[src/rtl/linkup_pkg.sv]
package linkup_pkg;
  localparam int DW = 16;
  localparam int AW = 5;

  localparam logic [AW-1:0] ADDR_CTRL = 5'd0;
  localparam logic [AW-1:0] ADDR_STAT = 5'd1;
  localparam logic [AW-1:0] ADDR_ADV  = 5'd4;

  localparam int CTRL_SPEED100 = 13;
  localparam int CTRL_AN_EN    = 12;
  localparam int CTRL_AN_RST   = 9;
  localparam int CTRL_FULL     = 8;

  localparam int N_ABIL        = 4;
  localparam int STAT_ABIL_LSB = 11;
  localparam int ADV_ABIL_LSB  = 5;

  typedef enum logic [1:0] {
    LS_IDLE     = 2'd0,
    LS_ARBWAIT  = 2'd1,
    LS_LTRYWAIT = 2'd2
  } lstate_e;

  typedef enum logic [3:0] {
    S_IDLE, S_RD_STAT, S_RD_ADV, S_WR_ADV, S_WR_ANEN, S_WR_ANRS,
    S_POLL_RD, S_POLL_GAP, S_WR_FORCE, S_RD_VCFG, S_WR_VCFG,
    S_WAIT, S_HOLD
  } seq_e;

  typedef struct packed {
    logic req;
    logic aneg;
    logic spd100;
    logic full;
    logic exempt;
  } force_cfg_t;
endpackage

[src/rtl/linkup_adv_merge.sv]
module linkup_adv_merge #(
  parameter int W        = 16,
  parameter int N        = 4,
  parameter int STAT_LSB = 11,
  parameter int ADV_LSB  = 5
) (
  input  logic [W-1:0] stat,
  input  logic [W-1:0] adv_in,
  output logic [W-1:0] adv_out
);
  localparam int ADV_MSB = ADV_LSB + N - 1;

  for (genvar g = 0; g < W; g++) begin : g_bit
    if (g >= ADV_LSB && g <= ADV_MSB) begin : g_abil
      assign adv_out[g] = stat[STAT_LSB + g - ADV_LSB];
    end else begin : g_keep
      assign adv_out[g] = adv_in[g];
    end
  end
endmodule

[src/rtl/linkup_timer.sv]
module linkup_timer #(
  parameter int W = 8
) (
  input  logic         clk,
  input  logic         rst_n,
  input  logic         load,
  input  logic [W-1:0] load_val,
  output logic         zero
);
  logic [W-1:0] cnt_q;
  logic         cnt_en;

  assign cnt_en = load || (cnt_q != '0);

  always_ff @(posedge clk or negedge rst_n) begin
    if (!rst_n) begin
      cnt_q <= '0;
    end else if (cnt_en) begin
      cnt_q <= load ? load_val : cnt_q - 1'b1;
    end
  end

  assign zero = (cnt_q == '0);
endmodule

[src/rtl/phy_linkup_seq.sv]
module phy_linkup_seq
  import linkup_pkg::*;
#(
  parameter int unsigned CLK_HZ       = 125_000_000,
  parameter int unsigned WAIT_DIV     = 1,
  parameter int unsigned MAX_POLLS    = 63,
  parameter logic [4:0]  VCFG_ADDR    = 5'h18,
  parameter int unsigned VCFG_DIS_BIT = 5
) (
  input  logic        clk,
  input  logic        rst_n,
  input  logic        start,
  input  logic        force_req,
  input  logic        force_aneg,
  input  logic        force_speed100,
  input  logic        force_full,
  input  logic        phy_exempt,
  output logic        mdio_req_valid,
  output logic        mdio_req_write,
  output logic [4:0]  mdio_req_addr,
  output logic [15:0] mdio_req_wdata,
  input  logic        mdio_rsp_done,
  input  logic [15:0] mdio_rsp_rdata,
  output logic        busy,
  output logic [1:0]  link_state,
  output logic        timeout_flag,
  output logic        check_due
);
  localparam int unsigned POLL_RAW    = CLK_HZ / 100_000;
  localparam int unsigned POLL_CYCLES = (POLL_RAW > 0) ? POLL_RAW : 1;
  localparam longint unsigned WAIT_RAW =
    (longint'(CLK_HZ) * 12) / (10 * longint'(WAIT_DIV));
  localparam int unsigned WAIT_CYCLES = (WAIT_RAW > 0) ? int'(WAIT_RAW) : 1;
  localparam int unsigned TMAX = (WAIT_CYCLES > POLL_CYCLES) ? WAIT_CYCLES : POLL_CYCLES;
  localparam int TW  = $clog2(TMAX + 1);
  localparam int PCW = $clog2(MAX_POLLS + 1);

  seq_e          state_q, state_d;
  logic [DW-1:0] data_q, data_d;
  logic          data_en;
  logic [PCW-1:0] poll_q, poll_d;
  force_cfg_t    fcfg_q, fcfg_d;
  lstate_e       ls_q, ls_d;
  logic          tflag_q, tflag_d;

  logic          tmr_load, tmr_zero;
  logic [TW-1:0] tmr_val;
  logic [DW-1:0] adv_merged;
  logic [DW-1:0] force_word;
  logic          idle_like;

  linkup_adv_merge #(
    .W(DW), .N(N_ABIL), .STAT_LSB(STAT_ABIL_LSB), .ADV_LSB(ADV_ABIL_LSB)
  ) u_merge (
    .stat    (data_q),
    .adv_in  (mdio_rsp_rdata),
    .adv_out (adv_merged)
  );

  linkup_timer #(.W(TW)) u_timer (
    .clk      (clk),
    .rst_n    (rst_n),
    .load     (tmr_load),
    .load_val (tmr_val),
    .zero     (tmr_zero)
  );

  // Fixed-mode control word
  always_comb begin
    force_word = '0;
    if (fcfg_q.req && !fcfg_q.aneg) begin
      force_word[CTRL_SPEED100] = fcfg_q.spd100;
      force_word[CTRL_FULL]     = fcfg_q.full;
    end else begin
      force_word[CTRL_SPEED100] = 1'b1;
    end
  end

  assign idle_like = (state_q == S_IDLE) || (state_q == S_WAIT) || (state_q == S_HOLD);

  // Next-state logic
  always_comb begin
    state_d  = state_q;
    data_d   = data_q;
    data_en  = 1'b0;
    poll_d   = poll_q;
    fcfg_d   = fcfg_q;
    ls_d     = ls_q;
    tflag_d  = tflag_q;
    tmr_load = 1'b0;
    tmr_val  = TW'(WAIT_CYCLES);
    unique case (state_q)
      S_IDLE, S_WAIT, S_HOLD: begin
        if (start) begin
          state_d = force_req ? S_WR_FORCE : S_RD_STAT;
          fcfg_d  = '{req: force_req, aneg: force_aneg, spd100: force_speed100,
                      full: force_full, exempt: phy_exempt};
          ls_d    = LS_IDLE;
          tflag_d = 1'b0;
          poll_d  = '0;
        end else if (state_q == S_WAIT && tmr_zero) begin
          state_d = S_HOLD;
        end
      end
      S_RD_STAT: if (mdio_rsp_done) begin
        data_d  = mdio_rsp_rdata;
        data_en = 1'b1;
        state_d = S_RD_ADV;
      end
      S_RD_ADV: if (mdio_rsp_done) begin
        data_d  = adv_merged;
        data_en = 1'b1;
        state_d = S_WR_ADV;
      end
      S_WR_ADV:  if (mdio_rsp_done) state_d = S_WR_ANEN;
      S_WR_ANEN: if (mdio_rsp_done) state_d = S_WR_ANRS;
      S_WR_ANRS: if (mdio_rsp_done) state_d = S_POLL_RD;
      S_POLL_RD: if (mdio_rsp_done) begin
        if (!mdio_rsp_rdata[CTRL_AN_RST]) begin
          state_d  = S_WAIT;
          ls_d     = LS_ARBWAIT;
          tmr_load = 1'b1;
        end else if (poll_q == PCW'(MAX_POLLS - 1)) begin
          state_d = S_WR_FORCE;
          tflag_d = 1'b1;
        end else begin
          poll_d   = poll_q + 1'b1;
          state_d  = S_POLL_GAP;
          tmr_load = 1'b1;
          tmr_val  = TW'(POLL_CYCLES);
        end
      end
      S_POLL_GAP: if (tmr_zero) state_d = S_POLL_RD;
      S_WR_FORCE: if (mdio_rsp_done) begin
        if (fcfg_q.exempt) begin
          state_d  = S_WAIT;
          ls_d     = LS_LTRYWAIT;
          tmr_load = 1'b1;
        end else begin
          state_d = S_RD_VCFG;
        end
      end
      S_RD_VCFG: if (mdio_rsp_done) begin
        data_d               = mdio_rsp_rdata;
        data_d[VCFG_DIS_BIT] = 1'b0;
        data_en              = 1'b1;
        state_d              = S_WR_VCFG;
      end
      S_WR_VCFG: if (mdio_rsp_done) begin
        state_d  = S_WAIT;
        ls_d     = LS_LTRYWAIT;
        tmr_load = 1'b1;
      end
      default: state_d = S_IDLE;
    endcase
  end

  // Registers
  always_ff @(posedge clk or negedge rst_n) begin
    if (!rst_n) begin
      state_q <= S_IDLE;
      data_q  <= '0;
      poll_q  <= '0;
      fcfg_q  <= '0;
      ls_q    <= LS_IDLE;
      tflag_q <= 1'b0;
    end else begin
      state_q <= state_d;
      if (data_en) data_q <= data_d;
      poll_q  <= poll_d;
      fcfg_q  <= fcfg_d;
      ls_q    <= ls_d;
      tflag_q <= tflag_d;
    end
  end

  // Request decode
  always_comb begin
    mdio_req_valid = 1'b1;
    mdio_req_write = 1'b0;
    mdio_req_addr  = ADDR_CTRL;
    mdio_req_wdata = '0;
    unique case (state_q)
      S_RD_STAT: mdio_req_addr = ADDR_STAT;
      S_RD_ADV:  mdio_req_addr = ADDR_ADV;
      S_WR_ADV: begin
        mdio_req_write = 1'b1;
        mdio_req_addr  = ADDR_ADV;
        mdio_req_wdata = data_q;
      end
      S_WR_ANEN: begin
        mdio_req_write             = 1'b1;
        mdio_req_wdata[CTRL_AN_EN] = 1'b1;
      end
      S_WR_ANRS: begin
        mdio_req_write              = 1'b1;
        mdio_req_wdata[CTRL_AN_EN]  = 1'b1;
        mdio_req_wdata[CTRL_AN_RST] = 1'b1;
      end
      S_POLL_RD: mdio_req_addr = ADDR_CTRL;
      S_WR_FORCE: begin
        mdio_req_write = 1'b1;
        mdio_req_wdata = force_word;
      end
      S_RD_VCFG: mdio_req_addr = VCFG_ADDR;
      S_WR_VCFG: begin
        mdio_req_write = 1'b1;
        mdio_req_addr  = VCFG_ADDR;
        mdio_req_wdata = data_q;
      end
      default: mdio_req_valid = 1'b0;
    endcase
  end

  assign busy         = !idle_like;
  assign link_state   = ls_q;
  assign timeout_flag = tflag_q;
  assign check_due    = (state_q == S_WAIT) && tmr_zero;
endmodule

[config.mk]
export PLATFORM = sky130hd
export DESIGN_NAME = phy_linkup_seq
export DESIGN_NICKNAME = d
export VERILOG_FILES = /design/src/rtl/linkup_pkg.sv /design/src/rtl/linkup_adv_merge.sv /design/src/rtl/linkup_timer.sv /design/src/rtl/phy_linkup_seq.sv
export SDC_FILE = /design/constraint.sdc
export NUM_CORES = 1
export LEC_CHECK = 0
export BUFFER_PORTS_ARGS = -buffer_cell sky130_fd_sc_hd__buf_2
export CORE_MARGIN = 8
export CORE_UTILIZATION = 25
export CTS_BUF_LIST = sky130_fd_sc_hd__clkbuf_4 sky130_fd_sc_hd__clkbuf_8
export DETAILED_ROUTE_END_ITERATION = 8
export PLACE_DENSITY = 0.39
export SLEW_MARGIN = 5
export SYNTH_ARGS = -nofsm -noshare
export SYNTH_HDL_FRONTEND = slang
export SYNTH_HIERARCHICAL = 1
export SYNTH_SLANG_ARGS = --single-unit
[constraint.sdc]
create_clock -name clk -period 7.73 [get_ports clk]
set_input_delay 1.1595 -clock clk [delete_from_list [all_inputs] [get_ports clk]]
set_output_delay 1.1595 -clock clk [all_outputs]
set_load 0.005 [all_outputs]
# After elaboration in Yosys (flattened, before gate mapping)
# Index checks and enable logic that the tools add are counted.
[classes]
add_sub_neg = 2
n_eq_ne = 30
mux = 61
n_reduce_logical = 27
[op_table]
columns = ["operator", "n"]
rows = [
  ["2-to-1 mux 28 bit", 5],
  ["2-to-1 mux 4 bit", 15],
  ["2-to-1 mux 16 bit", 3],
  ["case mux 16 bit (3 select lines)", 1],
  ["case mux 4 bit (11 select lines)", 1],
  ["inequality test 2 bit (second input constant)", 16],
  ["logical NOT 28 bit", 1],
  ["nonzero test 28 bit", 1],
  ["subtractor 28 x 1 -> 28 bit (second input constant)", 1],
  ["2-to-1 mux 6 bit", 4],
  ["== test 4 bit (second input constant)", 5],
  ["case mux 9 bit (2 select lines)", 1],
  ["== test 4 x 3 -> 1 bit (second input constant)", 4],
  ["2-to-1 mux 2 bit", 8],
  ["2-to-1 mux 1 bit", 15],
  ["case mux 5 bit (3 select lines)", 1],
  ["AND reduction 5 bit", 3],
  ["case mux 6 bit (2 select lines)", 1],
  ["AND reduction 11 bit", 1],
  ["OR reduction 9 bit", 1],
  ["== test 4 x 2 -> 1 bit (second input constant)", 2],
  ["case mux 2 bit (4 select lines)", 1],
  ["OR reduction 2 bit", 4],
  ["AND reduction 7 bit", 1],
  ["other kinds (17)", 24],
]
[totals]
register_bits = 62
input_bits = 25
output_inout_bits = 28
wordCells = 131

# Logic depth before layout (Yosys ltp)
# Gate-level depths: netlist of run 1.
[logic_depth]
depth_word = 6
ltp_mapped = 12
ltp_nobuf = 10

# Hierarchy
# The synthesis of run 1 kept the hierarchy.
[by_module_without_submodules]
columns = ["mod", "n_inst", "cells_per_inst", "area_per_inst_um2", "seq_area_each_um2"]
rows = [
  ["phy_linkup_seq", 1, 269, 2327.2, 850.8],
  ["linkup_timer", 1, 167, 1635.3, 700.7],
  ["linkup_adv_merge", 1, 16, 120.1, 0.0],
]

# Worst setup path before layout of run 1
# No wires, ideal clock.
[synth_timing]
path_kind = "flip-flop to output port"
startpoint = "register u_timer.cnt_q[10]"
endpoint = "output port check_due"
t_arrival_ps = 2213
required_ps = 6570
setup_slack_ps = 4358
stages_incl_launch_ff = 8
n_path_buf = 3
cell_sequence = "dfrtp_1 > or4_4 > or3_1 > buf_6 > nor3_2 > buf_4 > buf_4 > and2_1"
[synth_via]
elab_chain_len = 2
[synth_rtl]
columns = ["item", "line_no", "text"]
rows = [
  ["start, declared", "linkup_timer.sv:10", "logic [W-1:0] cnt_q;"],
  ["start signal, assigned", "linkup_timer.sv:19", "cnt_q <= load ? load_val : cnt_q - 1'b1;"],
  ["logical NOT 28 bit", "linkup_timer.sv:23", "assign zero = (cnt_q == '0);"],
  ["named net tmr_zero", "phy_linkup_seq.sv:46", "logic tmr_load, tmr_zero;"],
  ["logical AND 1 bit", "phy_linkup_seq.sv:218", "assign check_due = (state_q == S_WAIT) && tmr_zero;"],
  ["end, declared", "phy_linkup_seq.sv:27", "output logic check_due"],
]
# The timed path passes the listed nets, and every way through them passes these cells.

# Worst setup path after layout of run 1
[layout_timing]
startpoint = "register state_q[1]"
endpoint = "output port mdio_req_wdata[8]"
[layout_via]
elab_chain_len = 3
word_cells_on_any_way = 5
classes_between = "3 x eq/ne; 1 x mux; 1 x reduce/logical"
[layout_rtl]
columns = ["item", "line_no", "text"]
rows = [
  ["start, declared", "phy_linkup_seq.sv:38", "seq_e state_q, state_d;"],
  ["start signal, assigned", "phy_linkup_seq.sv:168", "state_q <= state_d;"],
  ["== test 4 bit / == test 4 x 2 -> 1 bit (equally long branches)", "phy_linkup_seq.sv:183", "unique case (state_q)"],
  ["OR reduction 2 bit (no line)", "--", ""],
  ["case mux 9 bit (2 select lines) (*)", "phy_linkup_seq.sv:183", ""],
  ["end, declared", "phy_linkup_seq.sv:21", "output logic [15:0] mdio_req_wdata,"],
]
# Every way passes the cells marked *; elsewhere a longest branch is shown, timed or not.

==> flow_summary.json, run 1 <==
{
  "status": "finished, final reports clean",
  "relSlewSlack_pct": 26.53,
  "final_hold_viol_count": 0,
  "ctsResizeCount": 0,
  "clock_latency_ps": 370,
  "power_switching_uw": 693.7,
  "place_area_um2": 4404,
  "first_pass_iters": 7,
  "clkSinkCount": 62,
  "wl_per_cell_um": 15.41,
  "synthToLayoutAreaGrowth_pct": 12.84,
  "synth_fa_ha_area_share_pct": 1.226,
  "grt_max_degree": 63,
  "synth_top_family_by_area": "simple AND/OR/NAND/NOR gates",
  "muxShareOfSynthArea_pct": 4.720,
  "cts_hold_buf": 0,
  "ys.flop_type": "dfrtp_1",
  "synth-async-reset-ratio_pct": 100.0,
  "vdd.ir_drop.worst_mv": 0.1928,
  "synth_compound_area_share_pct": 18.30,
  "fin_crit_ps": 3912,
  "gr-total-overflow": 0,
  "synth.avg_cell_area_um2": 9.032,
  "cts_setup_buffers": 0,
  "power_density_nw_per_um2": 362.9,
  "worstPathArrival_ps": 2750,
  "numCtsBuffers": 9,
  "synth_simple_gate_area_share_pct": 25.56,
  "io_pins": 53,
  "final_cell_mix": "dfrtp_1 (62), nand2_1 (56), buf_2 (51), o21ai_0 (33), nor2_1 (21)",
  "drive_gt1_share_pct": 18.74,
  "drtIter0Drc": 169,
  "rows": 46,
  "max_slew.worst_pin.slew_ps": 1102,
  "start_util_pct": 25.61,
  "crit_required_ps": 6570,
  "die_h_um": 143.8,
  "viasPerCell": 4.700,
  "p_leak_uw": 0.001911,
  "swShare_pct": 41.49,
  "cts.clk_slew.worst_paths_ps": 70,
  "core_um2": 15940,
  "antenna_found_initial": 0,
  "grt_use_total_pct": 11.24,
  "fin_nets": 516,
  "drc": 0,
  "grt_pass1_wl_mm": 17.97,
  "finalSetupTns_ps": 0,
  "drt_wl_total_mm": 10.90,
  "cts_root_buf": "clkbuf_8",
  "rsz0062_at_grt": "false",
  "p_int_uw": 978.2,
  "ctsHtreeMaxLevel": 3,
  "synth_edf_count": 0,
  "crit_type": "flop to output port",
  "ys_ff_latch": 62,
  "synth_seq_area_share_pct": 38.00,
  "cp-start-kind": "flop",
  "synth_area_um2": 4083,
  "clkPwrFrac_pct": 18.3,
  "gp_congestion": 0.7595,
  "dp_hpwl_mm": 7.218,
  "cts_tree": "built",
  "setup_viol": 0,
  "seqPwrFrac_pct": 36.2,
  "final_common_cell": "dfrtp_1",
  "synth-xor-area-share_pct": 3.647,
  "end_kind": "output port",
  "die_x_um": 143.8,
  "holdCritPathClass": "flop to flop",
  "ys.warnings.count": 6,
  "pwr-share-comb_pct": 45.5,
  "syn_inst": 452,
  "cap_viol_max_count": 0,
  "crit_path_max_fanout": 29,
  "drtAntennaViolNets": 0,
  "antennaDiodeCount": 0,
  "dieArea_um2": 20680,
  "fmax_ghz": 0.2556,
  "io_buffers": 51,
  "min_period_over_period_pct": 50.61,
  "cts_buffer_depth": 2,
  "slew_viol_final": 0,
  "fin_skew_ps": 15.58,
  "num_vias": 3323,
  "final_area_um2": 4607,
  "grt_pass1_vias": 3334,
  "synth_cell_types": 67
}
[through the flow]
stage | utilization, % | worst slack, ps | hold WS (ps) | total power [µW] | cells
after floorplan | - | 4358 | 441.8 | 1201 | 466
after global placement | 27.63 | 4273 | 460.6 | 1366 | 692
after detailed placement | 27.63 | 4139 | 467.1 | 1378 | 692
after CTS | 28.90 | 3724 | 485.3 | 1700 | 707
after global routing | 28.90 | 3467 | 500.3 | 1827 | 707
final | 28.90 | 3818 | 474.1 | 1672 | 707
[power by group through the flow]
stage          registers, µW  logic, µW  clock network [µW]
2_1_floorplan            563        637                   0
3_3_place_gp             610        756                   0
3_5_place_dp             608        770                   0
4_1_cts                  605        773                 323
5_1_grt                  629        862                 337
6_report                 605        761                 306
[routing by layer]
layer | share of wire, % | vias up | track usage, % | routed length, µm
met1 | 51 | 1575 | 14.61 | 5525
li1 | - | 1669 | - | -
met4 | 1.7 | 0 | 4.095 | 180
met5 | 0 | - | 0 | 0
met2 | 42 | 66 | 16.80 | 4592
met3 | 5.5 | 13 | 3.948 | 596
[worst max-delay path: stages, from the launching register on]
cell,delay (ps)
dfrtp_1,920
nand2b_1,170
a21oi_1,880
nand2_1,130
o41ai_1,110
buf_2,180
[synthesized netlist by cell type, drive strengths merged, types with 3 or more instances]
library cell | instances | area, µm²
a21oi | 18 | 90.09
a22o | 8 | 70.07
a31oi | 3 | 18.77
and2 | 14 | 87.58
buf | 35 | 265.2
clkbuf | 12 | 45.04
dfrtp | 62 | 1551
ha | 4 | 50.05
inv | 6 | 22.52
mux2i | 17 | 170.2
nand2 | 57 | 216.5
nand2b | 12 | 75.07
nand3 | 10 | 50.05
nand3b | 3 | 22.52
nand4 | 4 | 25.02
nor2 | 22 | 82.58
nor2b | 5 | 31.28
nor3 | 18 | 116.4
nor3b | 5 | 37.54
nor4 | 11 | 83.83
o211ai | 4 | 30.03
o21ai | 37 | 185.2
o31a | 8 | 70.07
o31ai | 6 | 45.04
o41ai | 6 | 52.55
or3 | 7 | 43.79
or4 | 7 | 60.06
xnor2 | 6 | 52.55
xor2 | 11 | 96.34
[registers in the layout, indices dropped and copies added (netlist names)]
signal and count:
data_q 16, fcfg_q 5, link_state 2, poll_q 6, state_q 4, timeout_flag 1, u_timer/cnt_q 28
[worst paths after layout]
kind	start	endpoint	depth (start not counted)	slack (ps)
min in group asynchronous	rst_n	fcfg_q[1]$_DFFE_PN0P_	2	1000
setup / recovery	state_q[1]$_DFFE_PN0P_	mdio_req_wdata[8]	5	3820
hold / removal	data_q[4]$_DFFE_PN0P_	data_q[4]$_DFFE_PN0P_	2	470
max in group asynchronous	rst_n	data_q[14]$_DFFE_PN0P_	2	6160
setup reg to reg	u_timer/cnt_q[8]$_DFFE_PN0P_	state_q[1]$_DFFE_PN0P_	8	4430
hold reg to reg	data_q[4]$_DFFE_PN0P_	data_q[4]$_DFFE_PN0P_	2	470
[kinds of logic after synthesis]
kind of cell    count (synthesis)
simple gates                  185
compound gates                108
flops                          62
buf+inv                        55
mux                            19
xor+xnor                       17
fa+ha+maj                       4
other cells                     2
[cell type report]
cell class / instances / area (µm²)
clock inverter: 3 / 43.79
multi-input combinational: 349 / 2251
tap: 216 / 270.3
clock buffer: 12 / 158.9
inverter: 8 / 31.28
timing repair buffer: 57 / 300.3
fill: 1719 / 11340
sequential: 62 / 1551
No activity file was read; power rests on OpenSTA's default activity.
==> run 2, diff against run 1 <==
- clock period: 7.73 -> 4 ns (I/O delays scaled with it)
==> run 2 against run 1 <==
Net effect:
- sequential cell count unchanged
- clock-buffer cell count increased by 1
- total power increased by 96%
- cell area increased by 1.6%
- clock skew decreased by 2.1 ps
- register-to-register slack got worse by 3400 ps
- core utilization increased by 0.46 points
- worst hold slack got worse by 120 ps
- combinational power increased by 100%
- sequential share of layout area decreased by 0.53 points
- routed wire length decreased by 0.23%
- critical endpoint is now check_due
==> flow_summary.json, run 2 (synthesis gave the netlist of run 1 again) <==
{
  "final_cell_mix": "dfrtp_1 (62), nand2_1 (56), buf_2 (51), o21ai_0 (33), nor2_1 (21)",
  "num_vias": 3325,
  "power_switching_uw": 1349,
  "pwr-share-comb_pct": 46.4,
  "drtIter0Drc": 172,
  "crit_required_ps": 3400,
  "clock_latency_ps": 360,
  "max_slew.worst_pin.slew_ps": 987.4,
  "final_hold_viol_count": 0,
  "io_pins": 53,
  "regMostFlops": "u_timer/cnt_q",
  "antenna_found_initial": 0,
  "rows": 46,
  "synthToLayoutAreaGrowth_pct": 14.65,
  "drive_gt1_share_pct": 20.36,
  "numCtsBuffers": 9,
  "wl_per_cell_um": 15.16,
  "setup_viol": 0,
  "rsz0062_at_grt": "false",
  "grt_use_total_pct": 11.08,
  "holdCritPathClass": "input port to asynchronous set/reset pin",
  "cts_root_buf": "clkbuf_8",
  "cp_cell_sequence": "or4_4 > or3_1 > nor3_4 > and2_1 > buf_2",
  "crit_type": "flop to output port",
  "reg.largest.list": "u_timer/cnt_q: 28 flops, data_q: 16 flops, poll_q: 6 flops",
  "fmax_ghz": 0.3045,
  "status": "finished, final reports clean",
  "core_um2": 15940,
  "cpMaxStageDelayCell": "or3_1",
  "drtAntennaViolNets": 0,
  "p_int_uw": 1931,
  "r2r_slack_ps": 980,
  "io_buffers": 51,
  "seqPwrFrac_pct": 35.4,
  "fin_skew_ps": 13.44,
  "end_kind": "output port",
  "ctsHtreeMaxLevel": 3,
  "finalSetupTns_ps": 0,
  "worstPathArrival_ps": 2680,
  "fin_nets": 525,
  "relSlewSlack_pct": 33.96,
  "grt_max_degree": 36,
  "power_density_nw_per_um2": 700.7,
  "fin_crit_ps": 3284,
  "gr-total-overflow": 0,
  "path_buf_inv": 1,
  "cap_viol_max_count": 0,
  "swShare_pct": 41.13,
  "cp-start-kind": "flop",
  "antennaDiodeCount": 0,
  "final_common_cell": "dfrtp_1",
  "viasPerCell": 4.637,
  "cts_buffer_depth": 2,
  "drc": 0,
  "crit_family": "simple AND/OR/NAND/NOR gates",
  "vdd.ir_drop.worst_mv": 0.2880,
  "min_period_over_period_pct": 82.10,
  "start_util_pct": 25.61,
  "drt_wl_total_mm": 10.87,
  "die_x_um": 143.8,
  "grt_pass1_wl_mm": 17.99,
  "cts_tree": "built",
  "slew_viol_final": 0,
  "crit_path_max_fanout": 18,
  "clkSinkCount": 62,
  "first_pass_iters": 4,
  "dp_hpwl_mm": 7.550,
  "gp_congestion": 0.7328,
  "p_leak_uw": 0.001956,
  "cts_setup_buffers": 0,
  "cts_hold_buf": 0,
  "ctsResizeCount": 0,
  "whs_ps": 353.9,
  "clkPwrFrac_pct": 18.2,
  "largest_reg_flops": 28,
  "grt_pass1_vias": 3356,
  "cts.clk_slew.worst_paths_ps": 80,
  "die_h_um": 143.8,
  "slowest_delay_ps": 610,
  "dieArea_um2": 20680
}
run 2: final timing paths:
kind                                                     from                     end  depth (start not counted)
worst max-delay path            u_timer/cnt_q[10]$_DFFE_PN0P_               check_due                          5
worst min-delay path                                    rst_n   fcfg_q[3]$_DFFE_PN0P_                          1
worst max register to register  u_timer/cnt_q[10]$_DFFE_PN0P_  state_q[1]$_DFFE_PN0P_                          7
worst min register to register          data_q[4]$_DFFE_PN0P_   data_q[4]$_DFFE_PN0P_                          2
max in group asynchronous                               rst_n  data_q[13]$_DFFE_PN0P_                          2
min in group clk                                   force_aneg   fcfg_q[3]$_DFFE_PN0P_                          3
run 2: power groups by stage:
stage	sequential [µW]	clock (µW)	combinational [µW]
6_report	1160	597	1520
5_1_grt	1210	649	1720
4_1_cts	1160	622	1540
3_5_place_dp	1170	0	1530
3_3_place_gp	1160	0	1530
2_1_floorplan	1090	0	1230
run 2: area by class of cell:
cell class | instances | area, µm²
Inverter | 8 | 31.28
Clock buffer | 13 | 166.4
Clock inverter | 3 | 42.54
Timing Repair Buffer | 66 | 367.9
Sequential cell | 62 | 1551
Fill cell | 1748 | 11260
Tap cell | 216 | 270.3
Multi-Input combinational cell | 349 | 2251
run 2: per-layer routing:
layer  track usage, %  up-vias  routed length [µm]
li1                 -     1681                   -
met1            15.49     1584                5737
met2            16.03       53                4572
met3            3.318        7                 456
met4            3.154        0                 103
met5                0        -                   0
run 2: stage by stage:
step,util (%),cell area [µm²],worst slack [ps],power (µW),std cells
2_1_floorplan,-,4135,1027,2320,466
3_3_place_gp,28.05,4472,1023,2696,701
3_5_place_dp,28.05,4472,963.9,2703,701
4_1_cts,29.36,4681,671.3,3328,717
5_1_grt,29.36,4681,557.9,3577,717
6_report,29.36,4681,715.8,3280,717
==> run 3, diff against run 2 <==
- ABC_AREA: default -> 1
- PLACE_DENSITY: 0.39 -> 0.4
- clock period: 4 -> 2.9 ns (I/O delays scaled with it)
==> run 3 against run 2 <==
Net effect:
- synthesized cell count rose by 42%
- clock skew shrank 5.0 ps
- clock power up 64%
- worst hold slack worse by 340 ps
- sequential cell count is the same
- synthesized area up 6.2%
- cell area is 6.8% higher
- total power increased by 59%
- worst setup slack got worse by 430 ps
- sequential share of layout area is 2.1 points lower
- cell count increased by 29%
- via count increased by 22%
- critical path type unchanged
- highest routed layer unchanged
==> flow_summary.json, run 3 <==
{
  "num_vias": 4061,
  "ctsHtreeMaxLevel": 3,
  "grt_pass1_vias": 4085,
  "final_area_um2": 4999,
  "fin_crit_ps": 2617,
  "fin_nets": 722,
  "synth_common_cells": "nand2_1 (214), nor2_1 (99), dfrtp_1 (62), inv_1 (57), nand3_1 (57)",
  "ys_top_cells_by_area": "dfrtp_1 (36%), nand2_1 (19%), nor2_1 (8.6%)",
  "die_x_um": 147.7,
  "cp-start-kind": "flop",
  "crit_type": "flop to output port",
  "status": "finished, final reports clean",
  "min_period_over_period_pct": 90.26,
  "synth_top_area_share_pct": 35.79,
  "cts_hold_buf": 0,
  "final_cell_mix": "nand2_1 (214), nor2_1 (99), dfrtp_1 (62), inv_1 (57), nand3_1 (57)",
  "crit_required_ps": 2470,
  "num-fill-cells": 1926,
  "setup_viol": 0,
  "synth_edf_count": 0,
  "worst_slack_ps": 282.6,
  "dp_hpwl_mm": 9.534,
  "ys_ff_latch": 62,
  "cts.clk_slew.worst_paths_ps": 80,
  "regMostFlops": "u_timer/cnt_q",
  "gp_congestion": 0.8515,
  "instances_no_fill": 923,
  "reg.largest.list": "u_timer/cnt_q: 28 flops, data_q: 16 flops, poll_q: 6 flops",
  "start_util_pct": 25.33,
  "finalPower_uw": 5215,
  "cap_viol_max_count": 0,
  "synth_seq_area_share_pct": 35.79,
  "rows": 48,
  "final_common_cell": "nand2_1",
  "fmax_ghz": 0.3821,
  "drc": 0,
  "use_met1_pct": 14.41,
  "fin_skew_ps": 8.455,
  "slew_viol_final": 0,
  "dp_cells": 907,
  "ctsResizeCount": 0,
  "place_area_um2": 4753,
  "busiest_layer": "met2",
  "clkSinkCount": 62,
  "drive_gt1_share_pct": 16.91,
  "vdd.ir_drop.worst_mv": 0.3581,
  "drtAntennaViolNets": 0,
  "cts_setup_buffers": 0,
  "clock_latency_ps": 370,
  "cts_root_buf": "clkbuf_8",
  "numCtsBuffers": 9,
  "p_leak_uw": 0.002604,
  "first_pass_iters": 5,
  "die_h_um": 147.7,
  "synth-async-reset-ratio_pct": 100.0,
  "max_slew.worst_pin.slew_ps": 672.4,
  "cts_tree": "built",
  "post-place-ws_ps": 665.5,
  "register_area_um2": 1551,
  "synthToLayoutAreaGrowth_pct": 15.30,
  "synth_most_common_cell": "nand2_1",
  "crit_path_max_fanout": 17,
  "drt_wl_total_mm": 12.59,
  "multi_input_area_um2": 2384,
  "worstPathArrival_ps": 2180,
  "ys.warnings.count": 6,
  "io_pins": 53,
  "drtIter0Drc": 237,
  "antennaDiodeCount": 0,
  "relSlewSlack_pct": 55.07,
  "power_density_nw_per_um2": 1043,
  "holdCritPathClass": "input port to asynchronous set/reset pin",
  "core_um2": 17120,
  "io_buffers": 51,
  "yosysTopAreaCell": "dfrtp_1",
  "rsz0062_at_grt": "false",
  "finalSetupTns_ps": 0,
  "synth_cell_types": 35,
  "viasPerCell": 4.400,
  "ys.flop_type": "dfrtp_1",
  "syn_inst": 644,
  "grt_use_total_pct": 12.03,
  "antenna_found_initial": 0,
  "gr-usage-met3_pct": 3.638,
  "end_kind": "output port",
  "synth.avg_cell_area_um2": 6.732,
  "wl_per_cell_um": 13.63,
  "final_hold_viol_count": 0,
  "cts_buffer_depth": 2,
  "grt_max_degree": 33,
  "gr-total-overflow": 0,
  "largest_reg_flops": 28,
  "dieArea_um2": 21810,
  "synth_area_um2": 4335,
  "gr-usage-met2_pct": 20.44,
  "grt_pass1_wl_mm": 20.87
}
-- run 3: cell types whose count changed after synthesis, moves of 10 or more --
cell	before	now
a31oi_1	3	17
nor2_1	22	99
nand4_1	4	17
inv_1	6	57
nand2_1	56	214
mux2i_1	17	0
a21oi_1	18	5
nor3_1	14	1
nor4_1	10	0
o21ai_0	33	15
nand3_1	10	57
nand2b_1	12	0
and2_1	14	1
-- run 3: kinds of logic after synthesis --
logic type	count (synthesis)	share of synthesized area [%]
other	2	0.1732
flip-flops	62	35.79
AO/OA/AOI/OAI	43	5.974
AND/OR/NAND/NOR	426	44.30
adder cells (fa/ha/maj)	4	1.154
XOR/XNOR	10	2.020
buffers and inverters	97	10.59
-- run 3: where the power goes --
part           total, µW  leakage, µW  switching [µW]  internal (µW)
clock network        979     0.000124             404            575
logic               2630      0.00173            1740            894
registers           1600     0.000751             347           1250
total               5220      0.00260            2490           2720
-- run 3: final timing paths --
kind,slack [ps],to,cells past startpoint,from
max,280,mdio_req_valid,6,state_q[3]$_DFFE_PN0P_
min,10,u_timer/cnt_q[21]$_DFFE_PN0P_,1,rst_n
max reg2reg,790,state_q[0]$_DFFE_PN0P_,12,u_timer/cnt_q[0]$_DFFE_PN0P_
min reg2reg,470,fcfg_q[3]$_DFFE_PN0P_,2,fcfg_q[3]$_DFFE_PN0P_
max in group asynchronous,2150,data_q[5]$_DFFE_PN0P_,2,rst_n
min in group clk,300,fcfg_q[3]$_DFFE_PN0P_,3,force_aneg
-- run 3: routing by layer --
layer  vias up  routed length, µm
li1       2102                  -
met1      1864               5810
met2        82               6050
met3        13                545
met4         0                179
met5         -                  0
-- run 3: worst max-delay path, cell delays in order, from the launching register on --
cell,delay (ps)
dfrtp_1,430
inv_1,180
nor2_4,80
nand2_1,160
and2_1,580
nand4_1,200
buf_2,190
-- run 3: final cells by class --
type / instances / area share (%)
multi-input combinational: 499 / 47.68
clock inverter: 7 / 2.428
inverter: 65 / 4.881
clock buffer: 9 / 2.478
tap: 225 / 5.632
timing repair buffer: 56 / 5.857
sequential: 62 / 31.04
-- run 3: stage by stage --
stage,util (%),hold WS [ps]
floorplan,-,139.4
global placement,27.77,432.4
detailed placement,27.77,421.2
CTS,29.20,12.41
global route,29.20,26.37
finish,29.20,13.68
